## config.mk

```make
export PLATFORM = sky130hd
export DESIGN_NAME = adc_readout_regs
export DESIGN_NICKNAME = d
export VERILOG_FILES = /design/src/rtl/adc_readout_pkg.sv /design/src/rtl/adc_code_store.sv /design/src/rtl/adc_order_tracker.sv /design/src/rtl/adc_read_format.sv /design/src/rtl/adc_readout_regs.sv
export SDC_FILE = /design/constraint.sdc
export NUM_CORES = 1
export LEC_CHECK = 0
export ABC_AREA = 1
export BUFFER_PORTS_ARGS = -buffer_cell sky130_fd_sc_hd__buf_2
export CORE_MARGIN = 3
export CORE_UTILIZATION = 40
export DETAILED_ROUTE_END_ITERATION = 10
export GPL_ROUTABILITY_DRIVEN = 0
export PLACE_DENSITY = 0.67
export SLEW_MARGIN = 10
export SYNTH_ARGS = -nofsm -noshare
export SYNTH_HDL_FRONTEND = slang
export SYNTH_SLANG_ARGS = --single-unit
```

## constraint.sdc

```tcl
create_clock -name clk -period 1.8 [get_ports clk]
set_clock_uncertainty 0.2 [all_clocks]
set_input_delay 0.09 -clock clk [delete_from_list [all_inputs] [get_ports clk]]
set_output_delay 0.09 -clock clk [all_outputs]
set_load 0.05 [all_outputs]
```

## src/rtl/adc_readout_pkg.sv

```systemverilog
package adc_readout_pkg;

  typedef enum logic {
    ADDR_LO = 1'b0,
    ADDR_HI = 1'b1
  } addr_sel_e;

  typedef struct packed {
    logic lo_rd;
    logic hi_rd;
  } rd_event_t;

endpackage

```

## src/rtl/adc_code_store.sv

```systemverilog
module adc_code_store #(
  parameter int CODE_W = 10
) (
  input  logic              clk,
  input  logic              rst_n,
  input  logic              conv_done,
  input  logic [CODE_W-1:0] conv_code,
  input  logic              conv_narrow,
  output logic [CODE_W-1:0] code_q,
  output logic              narrow_q
);

  // Only a finished conversion replaces the held code and its tag.
  always_ff @(posedge clk or negedge rst_n) begin
    if (!rst_n) begin
      code_q   <= '0;
      narrow_q <= 1'b0;
    end else if (conv_done) begin
      code_q   <= conv_code;
      narrow_q <= conv_narrow;
    end
  end

endmodule

```

## src/rtl/adc_order_tracker.sv

```systemverilog
module adc_order_tracker
  import adc_readout_pkg::*;
(
  input  logic      clk,
  input  logic      rst_n,
  input  logic      start,
  input  rd_event_t ev,
  output logic      hi_first_q
);

  // Priority: start clears, then a low read clears, then a high read sets.
  always_ff @(posedge clk or negedge rst_n) begin
    if (!rst_n) begin
      hi_first_q <= 1'b0;
    end else if (start || ev.lo_rd) begin
      hi_first_q <= 1'b0;
    end else if (ev.hi_rd) begin
      hi_first_q <= 1'b1;
    end
  end

endmodule

```

## src/rtl/adc_read_format.sv

```systemverilog
module adc_read_format #(
  parameter int CODE_W = 10,
  parameter int BYTE_W = 8
) (
  input  logic              clk,
  input  logic              rst_n,
  input  logic              rd_en,
  input  logic              rd_sel,
  input  logic              hi_first,
  input  logic              mode_bit,
  input  logic [CODE_W-1:0] code,
  input  logic              narrow,
  output logic              rsp_valid,
  output logic [BYTE_W-1:0] rsp_data
);

  localparam int HI_W  = CODE_W - BYTE_W;
  localparam int PAD_W = BYTE_W - 1 - HI_W;

  logic [BYTE_W-1:0] lo_byte;
  logic [BYTE_W-1:0] hi_byte;
  logic [BYTE_W-1:0] sel_byte;
  logic [HI_W-1:0]   top_bits;

  // Low address: MSB-aligned for a full-width code unless high was read first.
  always_comb begin
    if (narrow || hi_first) begin
      lo_byte = code[BYTE_W-1:0];
    end else begin
      lo_byte = code[CODE_W-1 -: BYTE_W];
    end
  end

  assign top_bits = narrow ? '0 : code[CODE_W-1:BYTE_W];

  generate
    if (PAD_W > 0) begin : g_pad
      assign hi_byte = {mode_bit, {PAD_W{1'b0}}, top_bits};
    end else begin : g_nopad
      assign hi_byte = {mode_bit, top_bits};
    end
  endgenerate

  assign sel_byte = rd_sel ? hi_byte : lo_byte;

  always_ff @(posedge clk or negedge rst_n) begin
    if (!rst_n) begin
      rsp_valid <= 1'b0;
      rsp_data  <= '0;
    end else begin
      rsp_valid <= rd_en;
      if (rd_en) begin
        rsp_data <= sel_byte;
      end
    end
  end

endmodule

```

## src/rtl/adc_readout_regs.sv

```systemverilog
module adc_readout_regs
  import adc_readout_pkg::*;
#(
  parameter int CODE_W = 10,
  parameter int BYTE_W = 8
) (
  input  logic              clk,
  input  logic              rst_n,
  input  logic              start,
  input  logic              conv_done,
  input  logic [CODE_W-1:0] conv_code,
  input  logic              conv_narrow,
  input  logic              rd_en,
  input  logic              rd_sel,
  input  logic              wr_en,
  input  logic              wr_sel,
  input  logic [BYTE_W-1:0] wr_data,
  output logic              rsp_valid,
  output logic [BYTE_W-1:0] rsp_data,
  output logic              mode_narrow
);

  localparam int MODE_POS = BYTE_W - 1;

  logic [CODE_W-1:0] code_q;
  logic              narrow_q;
  logic              hi_first_q;
  logic              mode_q;
  rd_event_t         ev;
  logic              unused_wr_bits;

  assign ev.lo_rd = rd_en && (addr_sel_e'(rd_sel) == ADDR_LO);
  assign ev.hi_rd = rd_en && (addr_sel_e'(rd_sel) == ADDR_HI);

  // Only the resolution-select bit of the high address is writable.
  always_ff @(posedge clk or negedge rst_n) begin
    if (!rst_n) begin
      mode_q <= 1'b0;
    end else if (wr_en && (addr_sel_e'(wr_sel) == ADDR_HI)) begin
      mode_q <= wr_data[MODE_POS];
    end
  end

  assign unused_wr_bits = ^wr_data[MODE_POS-1:0];
  assign mode_narrow    = mode_q;

  adc_code_store #(.CODE_W(CODE_W)) u_store (
    .clk         (clk),
    .rst_n       (rst_n),
    .conv_done   (conv_done),
    .conv_code   (conv_code),
    .conv_narrow (conv_narrow),
    .code_q      (code_q),
    .narrow_q    (narrow_q)
  );

  adc_order_tracker u_order (
    .clk        (clk),
    .rst_n      (rst_n),
    .start      (start),
    .ev         (ev),
    .hi_first_q (hi_first_q)
  );

  adc_read_format #(.CODE_W(CODE_W), .BYTE_W(BYTE_W)) u_fmt (
    .clk       (clk),
    .rst_n     (rst_n),
    .rd_en     (rd_en),
    .rd_sel    (rd_sel),
    .hi_first  (hi_first_q),
    .mode_bit  (mode_q),
    .code      (code_q),
    .narrow    (narrow_q),
    .rsp_valid (rsp_valid),
    .rsp_data  (rsp_data)
  );

endmodule

```

Word level (Yosys, flattened, before mapping). Index checks and enable logic that the tools add are counted.

Register bits: 22. Output and inout bits: 10. Bits of input ports: 27. Logic and storage cells: 18.

Multiplexer cells: 5. Reduce and logical (&&, ||, !) cells: 6. Bitwise logic cells: 1.

Operators with widths (number): 2-to-1 mux 8 bit (2); logical AND 1 bit (3); logical OR 1 bit (2); 2-to-1 mux 1 bit (2); 2-to-1 mux 2 bit (1); nonzero test 2 bit (1); NOT 1 bit (1).

Longest topological paths before layout.
Word-level depth: 4. Mapped depth: 5. Mapped depth without buffers: 5.

Cells and area by module. A second synthesis with hierarchy kept.

Cells, all modules: 127. Area total of the unflattened synthesis: 1007.2 um^2.

Modules (own cells, without submodules): adc_read_format (area each 485.5 um^2, sequential area each 225.2 um^2, cells each 65, instances 1); adc_code_store (area each 421.7 um^2, sequential area each 275.3 um^2, cells each 47, instances 1); adc_readout_regs (area each 56.3 um^2, sequential area each 25.0 um^2, cells each 9, instances 1); adc_order_tracker (area each 43.8 um^2, sequential area each 25.0 um^2, cells each 6, instances 1).

Worst setup path before layout. Ideal clock, no wire load.

Path kind: register -> register. From: register mode_q, in the netlist mode_narrow. To: register u_fmt.rsp_data[7]. Clock period less this slack: 1.217 ns. Cell stages (with the launch flop): 5. Path slack: 0.583 ns. Arrival time: 0.952 ns. Buffers on the path: 0. Setup time: 0.065 ns. Data required time: 1.535 ns. Cell sequence: dfrtp_1 -> inv_1 -> o21ai_2 -> inv_1 -> nand2_1.

Cells in the longest elaborated chain, start to end: 1.

RTL lines: start, declared (line adc_readout_regs.sv:28) `logic mode_q;`; start signal, assigned (line adc_readout_regs.sv:40) `mode_q <= wr_data[MODE_POS];`; 2-to-1 mux 8 bit (line adc_read_format.sv:44) `assign sel_byte = rd_sel ? hi_byte : lo_byte;`; end signal, assigned (line adc_read_format.sv:53) `rsp_data <= sel_byte;`; end, declared (line adc_read_format.sv:14) `output logic [BYTE_W-1:0] rsp_data`.

No other way between the ends. A chain may end at the register's enable or synchronous reset.

Worst setup path after layout.
From: input rd_en. To: register u_order.hi_first_q.

Cells in the longest elaborated chain, start to end: 3. Elaborated cells on any way between the ends: 5. Those cells by class: 1 x mux; 4 x reduce/logical.

RTL lines: start, declared (line adc_readout_regs.sv:13) `input logic rd_en,`; logical AND 1 bit (line adc_readout_regs.sv:32) `assign ev.lo_rd = rd_en && (addr_sel_e'(rd_sel) == ADDR_LO);`; logical OR 1 bit (line adc_order_tracker.sv:15) `end else if (start || ev.lo_rd) begin`; 2-to-1 mux 1 bit or nonzero test 2 bit (tied branches); end signal, assigned (line adc_order_tracker.sv:14) `hi_first_q <= 1'b0;`; end signal, assigned (line adc_order_tracker.sv:16) `hi_first_q <= 1'b0;`; end signal, assigned (line adc_order_tracker.sv:18) `hi_first_q <= 1'b1;`; end, declared (line adc_order_tracker.sv:8) `output logic hi_first_q`.

Parallel ways exist; a longest one is shown, timed or not.

==> results.cfg <==
[routing]
first_iter_violations = 19
drt_wl_total_um = 2260
wl_met3_um = 99
ant_nets = 0
drc = 0
top_layer = met4
routedWlPerCell_um = 10.8
met2_length_um = 1150
wl_met1_um = 980
vias_per_cell = 4.42
vias = 923
dr.pass1.iters = 4

[global_route]
grt_overflow_total = 0
antenna_found_initial = 0
grt_pass1_wl_um = 4110
track_usage_pct = 16.7
grt_max_degree = 23
grt_pass1_vias = 953

[floorplan]
fp-row-count = 17
io_pins = 37
initial_core_util_pct = 43.0
dieArea_mm2 = 0.00305
die_w_um = 55.2
die_height_um = 55.2
coreArea_mm2 = 0.00225

[power]
power.total_mw = 1.17
power_density_mw_per_mm2 = 789
cellLeakagePower_nw = 0.783
ir_drop_mv = 0.449

[logic_synthesis]
yosysUniqueCellTypes = 14
synth.yosys.seq_area_share_pct = 56.8
synth_compound_area_share_pct = 7.61
syn_area_um2 = 970
syn-num-nets = 146
synth-seq-cells = 22
synth_top_family_by_area = simple AND/OR/NAND/NOR gates
synth_simple_gate_area_share_pct = 28.0
syn_avg_cell_area_um2 = 8.15
synthAdderAreaFrac_pct = 0
synth_mux_area_share_pct = 0
synth_xor_area_share_pct = 0
synthCells = 119
ys_warn_count = 0

[clock_network]
h-tree-depth = 1
clockRootBuffer = clkbuf_4
cts_tree = done
cts_resized = 0
ctsLongestPathBuffers = 2
path_clk_slew_ns = 0.13
cts_made_buffers = 3
clkSinkCount = 22
clock_latency_ns = 0.31

[final_layout]
fill_cells = 208
seqCellArea_um2 = 551
layout-drive-gt1-share_pct = 21.5
multi_input_area_um2 = 345
nets = 209
fin_util_pct = 65.9
area_growth_pct = 53.3
diodes = 0

[timing]
setup_viol = 0
max_freq_mhz = 611
rsz0062_at_grt = false
setup_tns_ns = 0
tightest_slew_ns = 0.491
finalCritPeriodShare_pct = 91.0
fin_crit_ns = 1.64
maxSlewViolCount = 0
relSlewSlack_pct = 67.3
hold_viol = 0

[placement]
post-dp-hpwl_um = 1450
io_buffers = 29

[critical_path]
crit_path_start_kind = input pin
r2r_cells = 3
cp_max_fo = 8
critPathCaptureType = flip-flop
crit_start = rd_en
r2r-start = u_order.hi_first_q$_DFFE_PN0P_
crit_arrival_ns = 1.69
cp.required_ns = 1.85
critPathKind = input pin to flip-flop

[hold_path]
worstHoldPathType = input pin to asynchronous set/reset pin

[status]
status = completed

[run]
cap_viol_max_count = 0
==> repair_timing <==
item / 4_1_cts / 5_1_grt
endpoints found under the hold margin: 44 / 0
buffers inserted: 0 / 0
hold buffers: 31 / 0
==> power by group <==
part,internal [mW],switching [mW]
registers,0.544,0.0217
logic,0.117,0.214
clock network,0.123,0.152
total,0.784,0.388
==> critical path: stages <==
cell           delay [ns]
dlygate4sd3_1        0.53
buf_2                0.15
inv_2                0.16
nand2_1              0.07
a21oi_1              0.12
dlygate4sd3_1        0.56
==> synth_stat cells <==
cell      count  area, um^2
o21ai_2       1        8.76
nand2_1      46         173
nor2_1        7        26.3
dfrtp_1      22         551
clkbuf_2      1        5.00
inv_2         2        7.51
nor2_2        1        6.26
buf_2         1        5.00
nand2_2       1        6.26
nor2_8        1        20.0
a21oi_1       2        10.0
inv_1        15        56.3
nand3_1       8        40.0
o21ai_0      11        55.1
==> layer usage <==
layer  vias up  track usage, %
li1        487               -
met1       406            20.5
met2        26            29.1
met3         4            2.10
met4         0            7.29
met5         -               0
==> sequential cells by signal (all words and copies together), names as in the netlist <==
| name | flops |
|---|---|
| u_store.narrow_q | 1 |
| u_fmt.rsp_valid | 1 |
| mode_narrow | 1 |
| u_store.code_q | 10 |
| u_fmt.rsp_data | 8 |
| u_order.hi_first_q | 1 |
==> per-stage QoR <==
stage                     std cells  cell area (um^2)  worst slack [ns]  hold WS (ns)
after floorplan                 119               970             0.583        -0.406
after global placement          174              1140             0.614        -0.124
after detailed placement        174              1140             0.572        -0.114
after CTS                       209              1490             0.168        0.0758
after global routing            209              1490            0.0623         0.133
final                           209              1490             0.163        0.0625
==> cell families after synthesis <==
| family | Yosys count |
|---|---|
| AND/OR/NAND/NOR | 64 |
| AO/OA/AOI/OAI | 14 |
| buffers and inverters | 19 |
| flip-flops | 22 |
==> final timing paths <==
kind | to | slack, ns
min reg2reg | u_fmt.rsp_data[6]$_DFFE_PN0P_ | 0.29
max reg2reg | u_order.hi_first_q$_DFFE_PN0P_ | 0.38
max | u_order.hi_first_q$_DFFE_PN0P_ | 0.16
min in group clk | u_fmt.rsp_data[6]$_DFFE_PN0P_ | 0.29
max in group asynchronous | u_store.code_q[8]$_DFFE_PN0P_ | 1.00
min | u_fmt.rsp_data[2]$_DFFE_PN0P_ | 0.06
==> cell usage in the layout (no fill, tap or decap), drive strengths merged <==
cell type	n
nand2	47
dlygate4sd3	31
buf	29
dfrtp	22
inv	17
o21ai	12
nor2	9
nand3	8
clkbuf	4
a21oi	2
==> final cells by class <==
class / count / area share [%]
repair buffers: 60 / 30.6
flip-flops and latches: 22 / 37.0
inverters: 17 / 4.29
clock buffers: 4 / 2.44
well taps: 28 / 2.36
multi-input cells: 78 / 23.2
Note: power is estimated with default switching activity, not from simulation.
